===== src/rtl/s2p_pkg.sv =====
// Package: shared types for the serial-to-parallel converter.
// Assumes: the controller needs only three phases.
package s2p_pkg;

    // Controller phases: waiting for start, shifting bits in, word complete
    typedef enum logic [1:0] {
        ST_WAIT  = 2'd0,
        ST_SHIFT = 2'd1,
        ST_FULL  = 2'd2
    } s2p_state_e;

endpackage


===== src/rtl/s2p_shift_reg.sv =====
// Module: s2p_shift_reg
// Shifts one serial bit into bit 0 on each enabled clock, so older bits
// move toward the MSB.
// Assumes: synchronous active-low reset clears every stage to zero.
module s2p_shift_reg #(
    parameter int WORD_W = 4
) (
    input  logic              clk,
    input  logic              rst_n,
    input  logic              shift_en_i,
    input  logic              ser_i,
    output logic [WORD_W-1:0] word_o
);

    logic [WORD_W-1:0] stage_q;

    // Bit 0 takes the serial input
    always_ff @(posedge clk) begin
        if (!rst_n) begin
            stage_q[0] <= 1'b0;
        end else if (shift_en_i) begin
            stage_q[0] <= ser_i;
        end
    end

    // Each higher stage takes its lower neighbour
    for (genvar i = 1; i < WORD_W; i++) begin : g_stage
        always_ff @(posedge clk) begin
            if (!rst_n) begin
                stage_q[i] <= 1'b0;
            end else if (shift_en_i) begin
                stage_q[i] <= stage_q[i-1];
            end
        end
    end

    assign word_o = stage_q;

endmodule


===== src/rtl/s2p_bit_counter.sv =====
// Module: s2p_bit_counter
// Counts bit positions 0..WORD_W-1 inside a frame and flags the last one.
// Assumes: clear wins over advance; wraps to zero after the last position.
module s2p_bit_counter #(
    parameter int WORD_W = 4,
    localparam int CNT_W = (WORD_W > 2) ? $clog2(WORD_W) : 1
) (
    input  logic             clk,
    input  logic             rst_n,
    input  logic             clr_i,
    input  logic             adv_i,
    output logic [CNT_W-1:0] count_o,
    output logic             last_o
);

    localparam logic [CNT_W-1:0] LAST_POS = CNT_W'(WORD_W - 1);

    logic [CNT_W-1:0] count_q;

    // Position register: clear on frame start, step on each shift
    always_ff @(posedge clk) begin
        if (!rst_n) begin
            count_q <= '0;
        end else if (clr_i) begin
            count_q <= '0;
        end else if (adv_i) begin
            count_q <= (count_q == LAST_POS) ? '0 : count_q + 1'b1;
        end
    end

    assign count_o = count_q;
    assign last_o  = (count_q == LAST_POS);

endmodule


===== src/rtl/s2p_ctrl.sv =====
// Module: s2p_ctrl
// Three-phase controller: wait for start, shift until the last bit
// position, then signal completion for one cycle.
// Assumes: start is sampled only in the waiting and full phases.
module s2p_ctrl
    import s2p_pkg::*;
(
    input  logic       clk,
    input  logic       rst_n,
    input  logic       start_i,
    input  logic       last_i,
    output logic       shift_en_o,
    output logic       cnt_clr_o,
    output logic       done_o,
    output s2p_state_e state_o
);

    s2p_state_e state_q, state_d;

    // Next-phase selection
    always_comb begin
        state_d = state_q;
        unique case (state_q)
            ST_WAIT:  if (start_i) state_d = ST_SHIFT;
            ST_SHIFT: if (last_i)  state_d = ST_FULL;
            ST_FULL:  state_d = start_i ? ST_SHIFT : ST_WAIT;
            default:  state_d = ST_WAIT;
        endcase
    end

    // Phase register
    always_ff @(posedge clk) begin
        if (!rst_n) begin
            state_q <= ST_WAIT;
        end else begin
            state_q <= state_d;
        end
    end

    assign shift_en_o = (state_q == ST_SHIFT);
    assign cnt_clr_o  = (state_q != ST_SHIFT) && start_i;
    assign done_o     = (state_q == ST_FULL);
    assign state_o    = state_q;

endmodule


===== src/rtl/nibble_deserializer.sv =====
// Module: nibble_deserializer (top)
// Collects WORD_W serial bits, MSB first, into a parallel word under a
// start/done handshake.
// Assumes: one bit per clock while shifting; word_o valid while done_o high.
module nibble_deserializer
    import s2p_pkg::*;
#(
    parameter int WORD_W = 4,
    localparam int CNT_W = (WORD_W > 2) ? $clog2(WORD_W) : 1
) (
    input  logic              clk,
    input  logic              rst_n,
    input  logic              start_i,
    input  logic              ser_i,
    output logic [WORD_W-1:0] word_o,
    output logic              done_o
);

    logic             shift_en;
    logic             cnt_clr;
    logic             cnt_last;
    logic [CNT_W-1:0] cnt_val;
    s2p_state_e       ctrl_state;

    s2p_ctrl i_ctrl (
        .clk        (clk),
        .rst_n      (rst_n),
        .start_i    (start_i),
        .last_i     (cnt_last),
        .shift_en_o (shift_en),
        .cnt_clr_o  (cnt_clr),
        .done_o     (done_o),
        .state_o    (ctrl_state)
    );

    s2p_bit_counter #(.WORD_W(WORD_W)) i_cnt (
        .clk     (clk),
        .rst_n   (rst_n),
        .clr_i   (cnt_clr),
        .adv_i   (shift_en),
        .count_o (cnt_val),
        .last_o  (cnt_last)
    );

    s2p_shift_reg #(.WORD_W(WORD_W)) i_sreg (
        .clk        (clk),
        .rst_n      (rst_n),
        .shift_en_i (shift_en),
        .ser_i      (ser_i),
        .word_o     (word_o)
    );

endmodule


===== config.mk =====
export PLATFORM = sky130hd
export DESIGN_NAME = nibble_deserializer
export DESIGN_NICKNAME = d
export VERILOG_FILES = /design/src/rtl/s2p_pkg.sv /design/src/rtl/s2p_shift_reg.sv /design/src/rtl/s2p_bit_counter.sv /design/src/rtl/s2p_ctrl.sv /design/src/rtl/nibble_deserializer.sv
export SDC_FILE = /design/constraint.sdc
export NUM_CORES = 1
export LEC_CHECK = 0
export BUFFER_PORTS_ARGS = -buffer_cell sky130_fd_sc_hd__buf_4
export CAP_MARGIN = 0
export CELL_PAD_IN_SITES_DETAIL_PLACEMENT = 0
export CELL_PAD_IN_SITES_GLOBAL_PLACEMENT = 1
export CORE_AREA = 2 2 39 41
export DETAILED_ROUTE_END_ITERATION = 8
export DIE_AREA = 0 0 41 43
export GPL_ROUTABILITY_DRIVEN = 0
export PLACE_DENSITY = 0.62
export RECOVER_POWER = 50
export SLEW_MARGIN = 15
export SYNTH_ARGS = -nofsm -noshare
export SYNTH_HDL_FRONTEND = slang
export SYNTH_SLANG_ARGS = --single-unit

===== constraint.sdc =====
create_clock -name clk -period 1.4 [get_ports clk]
set_clock_uncertainty 0.05 [all_clocks]
set_input_delay 0 -clock clk [delete_from_list [all_inputs] [get_ports clk]]
set_output_delay 0 -clock clk [all_outputs]
set_load 0.01 [all_outputs]

---- After elaboration in Yosys (flattened, before gate mapping) ----
Index checks and enable logic that the tools add are counted.
word-level totals
  output and inout port bits .............. 5
  logic and storage cells ................. 23
  bits in registers ....................... 8
  input bits .............................. 4
cells by class
  multiplexer cells ....................... 5
  equality and inequality tests ........... 6
  add/subtract/negate cells ............... 1
  reduce and logical (&&, ||, !) cells .... 4
  bitwise logic cells ..................... 1
operators with widths
  operator               number
  $mux W2                3
  $pmux W2 S3            1
  $eq A2 B2 Y1 const B   2
  $ne A2 B2 Y1 const B   2
  $add A2 B1 Y2 const B  1
  $eq A2 B1 Y1 const B   1
  $logic_not A2 Y1       1
  $ne A2 B1 Y1 const B   1
  $reduce_and A2 Y1      1
  $reduce_or A2 Y1       1
  $logic_and A1 B1 Y1    1
  $mux W1                1
  $not A1 Y1             1

---- Depth between registers and ports, before layout ----
Gate-level depths: netlist of the first run.
  depth in word-level cells ............... 3
  mapped depth ............................ 4
  mapped depth without buffers ............ 3

---- By module ----
From an unflattened synthesis of the first run, not the netlist that was laid out.
unflattened totals
  cells, all modules ...................... 31
  area, all modules ....................... 346.6 um^2
by module, submodules not included
  module           seq. area each (um^2)  cells each  area an instance (um^2)  instances
  s2p_shift_reg    80.1                   13          156.4                    1
  s2p_bit_counter  40.0                   9           96.3                     1
  s2p_ctrl         40.0                   9           93.8                     1

---- Least setup slack after synthesis of the first run ----
No wires, ideal clock.
  kind .................................... flip-flop to flip-flop
  start point ............................. reg i_ctrl.state_q[1], in the netlist i_ctrl.state_o[1]
  end point ............................... reg i_cnt.count_q[0], in the netlist i_cnt.count_o[0]
  setup time .............................. 115 ps
  data arrival time ....................... 860 ps
  period minus slack after synthesis ...... 1,025 ps
  path slack .............................. 375 ps
  stages on the path, launching flop included .. 5
  path buffers ............................ 1
  data required time ...................... 1,235 ps
  cells stage by stage .................... dfxtp_1 -> nand2b_1 -> buf_6 -> and3_4 -> o21a_1
on the way
  cells in the longest elaborated chain, start to end .. 3
  elaborated cells between the ends (all ways) .. 4
  classes of those cells .................. eq/ne (2); reduce/logical (2)
ends and longest elaborated chain
  what                        line                   source
  start, declared             s2p_ctrl.sv:18         s2p_state_e state_q, state_d;
  start signal, assigned      s2p_ctrl.sv:36         state_q <= state_d;
  $ne A2 B1 Y1                s2p_ctrl.sv:41         assign cnt_clr_o = (state_q != ST_SHIFT) && start_i;
  $logic_and A1 B1 Y1         s2p_ctrl.sv:41
  $reduce_or A2 Y1 (no line)  -
  end signal, assigned        s2p_bit_counter.sv:27  count_q <= (count_q == LAST_POS) ? '0 : count_q + 1'b1;
  end, declared               s2p_bit_counter.sv:18  logic [CNT_W-1:0] count_q;
Parallel ways exist; a longest one is shown, timed or not.
A chain may end at the register's enable or synchronous reset.

---- Final worst setup path of the first run ----
Ends and elaborated chain as after synthesis.

==> results of run 1 <==
worst paths after layout:
check	start	to	slack, ns	depth (start not counted)
min reg2reg	i_sreg.word_o[1]$_SDFFE_PN0N_	i_sreg.word_o[1]$_SDFFE_PN0N_	0.42	2
max	i_ctrl.state_o[1]$_SDFFE_PN0P_	i_cnt.count_o[0]$_SDFFE_PP0N_	0.28	3
min	start_i	i_cnt.count_o[1]$_SDFFE_PP0N_	0.02	4
max reg2reg	i_ctrl.state_o[1]$_SDFFE_PN0P_	i_cnt.count_o[0]$_SDFFE_PP0N_	0.28	3
metal layers:
layer  vias up  wire, um  track usage, %
li1        143         -               -
met1       128       264            9.74
met2         8       264            12.8
met3         0        33            3.14
met4         0         0            10.0
met5         -         0               0
layout by cell type (no fill, tap or decap):
cell type,count
sky130_fd_sc_hd__dlygate4sd3_1,2
sky130_fd_sc_hd__nand2_1,9
sky130_fd_sc_hd__ha_1,1
sky130_fd_sc_hd__o21a_1,1
sky130_fd_sc_hd__buf_4,3
sky130_fd_sc_hd__nand2b_1,1
sky130_fd_sc_hd__inv_1,1
sky130_fd_sc_hd__o22ai_1,1
sky130_fd_sc_hd__and2_1,1
sky130_fd_sc_hd__clkbuf_4,3
sky130_fd_sc_hd__a21boi_1,3
sky130_fd_sc_hd__dfxtp_1,8
sky130_fd_sc_hd__and2b_1,1
sky130_fd_sc_hd__clkbuf_1,5
sky130_fd_sc_hd__a21boi_0,2
sky130_fd_sc_hd__nand3_1,1
sky130_fd_sc_hd__and3_4,1
sky130_fd_sc_hd__and3_1,1
sky130_fd_sc_hd__nor2b_1,1
sky130_fd_sc_hd__nor3_1,1
metrics by stage:
| stage | instance area [sq um] | util, % | power (mW) | instances |
|---|---|---|---|---|
| 6_report | 419 | 30.3 | 0.457 | 63 |
| 4_1_cts | 438 | 31.6 | 0.468 | 63 |
| 2_1_floorplan | 327 | - | 0.276 | 35 |
| 5_1_grt | 419 | 30.3 | 0.480 | 63 |
| 3_3_place_gp | 395 | 28.6 | 0.291 | 58 |
| 3_5_place_dp | 395 | 28.6 | 0.290 | 58 |
cells by family (layout without fill, tap and decap cells):
logic type,after synthesis,count (layout)
and+or+nand+nor,17,17
DFF,8,8
AOI/OAI and AO/OA,7,7
buffers and inverters,2,14
adders and majority gates,1,1
power breakdown:
| group | switching (mW) | total [mW] | leakage, nW | internal [mW] |
|---|---|---|---|---|
| Combinational | 0.0221 | 0.0446 | 0.0910 | 0.0225 |
| Sequential | 0.00614 | 0.242 | 0.0651 | 0.236 |
| Clock | 0.0727 | 0.170 | 0.0138 | 0.0977 |
timing repair:
item | CTS | global route
hold buffers | 2 | 0
gates resized for setup | 0 | 0
endpoints found under the hold margin | 4 | 0
state kept, by name (all words and copies together), names as in the netlist:
| name | cells |
|---|---|
| i_ctrl.state_o | 2 |
| i_sreg.word_o | 4 |
| i_cnt.count_o | 2 |
cell usage after synthesis:
library cell	count	area, sq um
sky130_fd_sc_hd__nor3_1	1	5.00
sky130_fd_sc_hd__ha_1	1	12.5
sky130_fd_sc_hd__inv_1	1	3.75
sky130_fd_sc_hd__a21boi_0	2	15.0
sky130_fd_sc_hd__dfxtp_1	8	160
sky130_fd_sc_hd__o22ai_1	1	6.26
sky130_fd_sc_hd__nor2b_1	1	6.26
sky130_fd_sc_hd__and2_1	1	6.26
sky130_fd_sc_hd__nand2_1	9	33.8
sky130_fd_sc_hd__and2b_1	1	7.51
sky130_fd_sc_hd__nand2b_1	1	6.26
sky130_fd_sc_hd__buf_6	1	11.3
sky130_fd_sc_hd__and3_1	1	6.26
sky130_fd_sc_hd__a21boi_1	3	22.5
sky130_fd_sc_hd__and3_4	1	11.3
sky130_fd_sc_hd__nand3_1	1	5.00
sky130_fd_sc_hd__o21a_1	1	7.51
worst max-delay path: stages, from the launching register on:
cell	delay, ns
sky130_fd_sc_hd__dfxtp_1	0.31
sky130_fd_sc_hd__nand2b_1	0.26
sky130_fd_sc_hd__and3_4	0.24
sky130_fd_sc_hd__o21a_1	0.15
layout make-up:
type	count	area share [%]
clock buffer	3	5.37
inverter	1	0.896
multi-input combinational	25	36.1
sequential	8	38.2
tap	16	4.78
timing repair buffer	10	14.6
==> flow_metrics.py, run 1 <==
metrics = {
    "sta": {
        "final.min_clock_period_ns": 1.12,
        "layout_setup_ws_ns": 0.276,
        "timing.final.max_slew_violations": 0,
        "period_share_pct": 80.3,
        "final-hold-violation-count": 0,
        "max_slew_margin_pct": 79.9,
        "worst_hold_slack_ns": 0.0232,
        "setup-violations-final": 0,
        "rsz0062_at_grt": "false",
        "tns_ns": 0,
        "worst_pin_slew_ns": 0.301,
        "fmaxAchievable_ghz": 0.889,
    },
    "synth": {
        "simple_gate_fraction_of_synth_area_pct": 26.8,
        "post_synth_inst_count": 35,
        "ffs_latches_synth": 8,
        "synth-warning-count": 0,
        "syn_nets": 40,
        "synth-adder-area-share_pct": 3.83,
        "unique_masters_post_synth": 17,
        "synth_xor_xnor_area_share_pct": 0,
        "synth.cell_area_sq_um": 327,
        "synth_top_family_by_area": "simple AND/OR/NAND/NOR gates",
        "synth-compound-area-share_pct": 15.7,
        "synth_area_per_cell_sq_um": 9.33,
        "synthMuxAreaShare_pct": 0,
        "synth_sequential_area_ratio_pct": 49.0,
    },
    "routing": {
        "drc_violations_left": 0,
        "dr.pass1.iters": 2,
        "drt.antenna.violating_nets": 0,
        "drtIter0Drc": 3,
        "vias": 279,
        "number_of_vias_per_cell": 4.43,
        "wire_length_reported_by_the_detailed_router_um": 563,
        "post_detailed_route_wirelength_per_cell_um": 8.94,
    },
    "clock_tree": {
        "insertion_delay_ns": 0.25,
        "cts_setup_buffers": 0,
        "cts_tree": "built",
        "cts_buffer_depth": 2,
        "cts.htree.levels": 1,
        "cts-root-buf": "sky130_fd_sc_hd__clkbuf_4",
        "clk_pin_slew_ns": 0.05,
        "clock_sink_count": 8,
        "cts_inserted_buffers": 3,
    },
    "final_layout": {
        "fillerInstances": 155,
        "flow.area_growth_from_synthesis_pct": 28.4,
        "share_of_final_layout_standard_cells_stronger_than_drive_strength_1_pct": 14.9,
        "multiInputGateArea_sq_um": 151,
        "count_of_inserted_antenna_diode_cells": 0,
        "nNetsFinal": 54,
        "seq_area_sq_um": 160,
    },
    "die": {
        "die_height_um": 43,
        "die_width_um": 41,
        "cell_row_count": 14,
        "ioPinCount": 9,
        "coreArea_sq_mm": 0.00138,
        "initial_core_utilization_pct": 23.6,
        "dieArea_sq_mm": 0.00176,
    },
    "critical_path": {
        "critPathRequiredTime_ns": 1.49,
        "critPathCaptureType": "flip-flop",
        "cp-start-kind": "flip-flop",
        "crit_type": "reg -> reg",
        "crit_path_dat_ns": 1.22,
        "timing.critical_path.fanout_max": 8,
    },
    "outcome": {
        "status": "finished clean",
    },
    "job": {
        "cap_violations": 0,
    },
    "power": {
        "static-leakage-power_nw": 0.170,
        "power.density_mw_per_mm2": 1090,
        "vdd_ir_drop_max_mv": 0.367,
    },
    "global_routing": {
        "grt_remaining_overflow": 0,
        "grt_antenna_before_repair": 0,
        "grt_pass1_vias": 281,
        "grt_start_max_net_pins": 9,
        "groute.usage.overall_pct": 9.26,
        "first_pass_grt_wire_length_um": 1040,
    },
    "worst_hold_path": {
        "worst_hold_path_type": "in -> reg",
    },
    "place": {
        "buffer_ports.inserted": 8,
        "post-dp-hpwl_um": 407,
        "post-place-ws_ns": 0.278,
    },
}
No activity file was read; power rests on OpenSTA's default activity.
==> run 2, diff against run 1 <==
Clock period 1.4 ns to 1.15 ns, I/O delays scaled along.
==> flow_metrics.py, run 2 (synthesized netlist as in run 1, its figures left out) <==
metrics = {
    "routing": {
        "drtIter0Drc": 9,
        "dr.pass1.iters": 2,
        "post_detailed_route_wirelength_per_cell_um": 9.38,
        "wire_length_reported_by_the_detailed_router_um": 600,
        "drt.antenna.violating_nets": 0,
        "drc_violations_left": 0,
        "vias": 269,
        "number_of_vias_per_cell": 4.20,
    },
    "critical_path": {
        "worst-r2r-cell-count": 3,
        "crit_path_cell_trace": "nand2b_1 > and3_4 > o21a_1",
        "critPathRequiredTime_ns": 1.25,
        "timing.critical_path.slowest_stage_cell": "sky130_fd_sc_hd__dfxtp_1",
        "timing.critical_path.max_delay_family": "simple AND/OR/NAND/NOR gates",
        "launching_point_of_the_worst_reg2reg_path": "i_ctrl.state_o[1]$_SDFFE_PN0P_",
        "timing.reg2reg.setup_slack_ns": 0.13,
        "cpPeakStageDelay_ns": 0.31,
        "critPathCaptureType": "flip-flop",
        "crit_path_dat_ns": 1.12,
        "crit_type": "reg -> reg",
        "critical_register_to_register_path_endpoint": "i_cnt.count_o[0]$_SDFFE_PP0N_",
        "path_buf_inv": 0,
        "timing.critical_path.fanout_max": 5,
        "cp-start-kind": "flip-flop",
    },
    "worst_hold_path": {
        "worst_hold_path_type": "in -> reg",
        "worstHoldPathCells": 4,
        "hold_end": "i_cnt.count_o[1]$_SDFFE_PP0N_",
        "worst_hold_startpoint": "start_i",
    },
    "place": {
        "buffer_ports.inserted": 8,
        "post-dp-hpwl_um": 427,
        "post-place-ws_ns": 0.139,
        "place_area_sq_um": 403,
    },
    "final_layout": {
        "mostFrequentLayoutCell": "sky130_fd_sc_hd__nand2_1",
        "fin_area_sq_um": 427,
        "fillerInstances": 162,
        "nNetsFinal": 55,
        "flow.area_growth_from_synthesis_pct": 30.7,
        "count_of_inserted_antenna_diode_cells": 0,
        "layout_common_cells": "9 x sky130_fd_sc_hd__nand2_1, 8 x sky130_fd_sc_hd__dfxtp_1, 5 x sky130_fd_sc_hd__clkbuf_1",
        "share_of_final_layout_standard_cells_stronger_than_drive_strength_1_pct": 16.7,
        "largest_reg_flops": 4,
    },
    "job": {
        "cap_violations": 0,
    },
    "clock_tree": {
        "insertion_delay_ns": 0.25,
        "clock_sink_count": 8,
        "clk_pin_slew_ns": 0.05,
        "cts.htree.levels": 1,
        "cts-root-buf": "sky130_fd_sc_hd__clkbuf_4",
        "cts_inserted_buffers": 3,
        "cts_buffer_depth": 2,
        "cts_tree": "built",
    },
    "global_routing": {
        "grt_start_max_net_pins": 9,
        "grt_antenna_before_repair": 0,
        "first_pass_grt_wire_length_um": 993,
        "groute.usage.overall_pct": 9.15,
        "grt_remaining_overflow": 0,
        "grt_pass1_vias": 258,
    },
    "die": {
        "coreArea_sq_mm": 0.00138,
        "ioPinCount": 9,
        "dieArea_sq_mm": 0.00176,
        "cell_row_count": 14,
        "initial_core_utilization_pct": 23.6,
        "die_width_um": 41,
        "die_height_um": 43,
    },
    "sta": {
        "period_share_pct": 89.1,
        "layout_setup_ws_ns": 0.126,
        "setup-violations-final": 0,
        "timing.final.max_slew_violations": 0,
        "tns_ns": 0,
        "fmaxAchievable_ghz": 0.976,
        "final-hold-violation-count": 0,
        "rsz0062_at_grt": "false",
        "final.min_clock_period_ns": 1.02,
        "worst_pin_slew_ns": 0.206,
        "max_slew_margin_pct": 86.2,
        "worst_hold_slack_ns": 0.0169,
    },
    "power": {
        "power.density_mw_per_mm2": 1330,
        "vdd_ir_drop_max_mv": 0.399,
        "static-leakage-power_nw": 0.174,
        "finalPower_mw": 0.566,
    },
    "outcome": {
        "status": "finished clean",
    },
}
run 2: cell count changes in the layout (fill, tap and decap cells not counted):
| cell | previous run | this run |
|---|---|---|
| sky130_fd_sc_hd__buf_4 | 3 | 4 |
run 2: worst max-delay path by stage:
stage / startpoint / end / slack [ns] / depth (start not counted)
floorplan: i_ctrl.state_o[1]$_SDFFE_PN0P_ / i_cnt.count_o[0]$_SDFFE_PP0N_ / 0.13 / 4
global placement: i_ctrl.state_o[1]$_SDFFE_PN0P_ / i_cnt.count_o[0]$_SDFFE_PP0N_ / 0.14 / 3
detailed placement: i_ctrl.state_o[1]$_SDFFE_PN0P_ / i_cnt.count_o[0]$_SDFFE_PP0N_ / 0.14 / 3
CTS: i_ctrl.state_o[1]$_SDFFE_PN0P_ / i_cnt.count_o[0]$_SDFFE_PP0N_ / 0.12 / 3
global route: i_ctrl.state_o[1]$_SDFFE_PN0P_ / i_sreg.word_o[3]$_SDFFE_PN0N_ / 0.02 / 4
finish: i_ctrl.state_o[1]$_SDFFE_PN0P_ / i_cnt.count_o[0]$_SDFFE_PP0N_ / 0.13 / 3
run 2: stage by stage:
step           util, %  std cells
2_1_floorplan        -         35
3_3_place_gp      29.1         59
3_5_place_dp      29.1         59
4_1_cts           32.2         64
5_1_grt           30.8         64
6_report          30.8         64
run 2: cell type report:
cell class	instances	area, sq um	area share, %
sequential	8	160	37.5
multi-input combinational	25	151	35.5
timing repair buffer	11	68.8	16.1
clock buffer	3	22.5	5.28
tap	16	20.0	4.69
inverter	1	3.75	0.880
run 2: worst reg2reg max path, cell delays in order (launching register included):
cell,delay [ns]
sky130_fd_sc_hd__dfxtp_1,0.31
sky130_fd_sc_hd__nand2b_1,0.20
sky130_fd_sc_hd__and3_4,0.21
sky130_fd_sc_hd__o21a_1,0.15
run 2: repair_timing:
item | 4_1_cts | 5_1_grt
hold endpoints to repair | 6 | 0
hold buffers | 2 | 0
setup buffers | 0 | 0
gates resized for setup | 0 | 0
setup endpoints to repair | 0 | 0
run 2: report_power, final:
part	switching [mW]	leakage (nW)	internal [mW]
combinational	0.0280	0.0955	0.0309
sequential	0.00711	0.0651	0.288
clock	0.0927	0.0138	0.119
total	0.128	0.174	0.438
run 2: per-layer routing:
layer	share of wire [%]	global-route usage [%]	up-vias
met3	7.2	4.71	2
met2	44	12.2	8
met1	45	10.0	115
met5	0	0	-
met4	3.2	8.00	0
li1	-	-	144
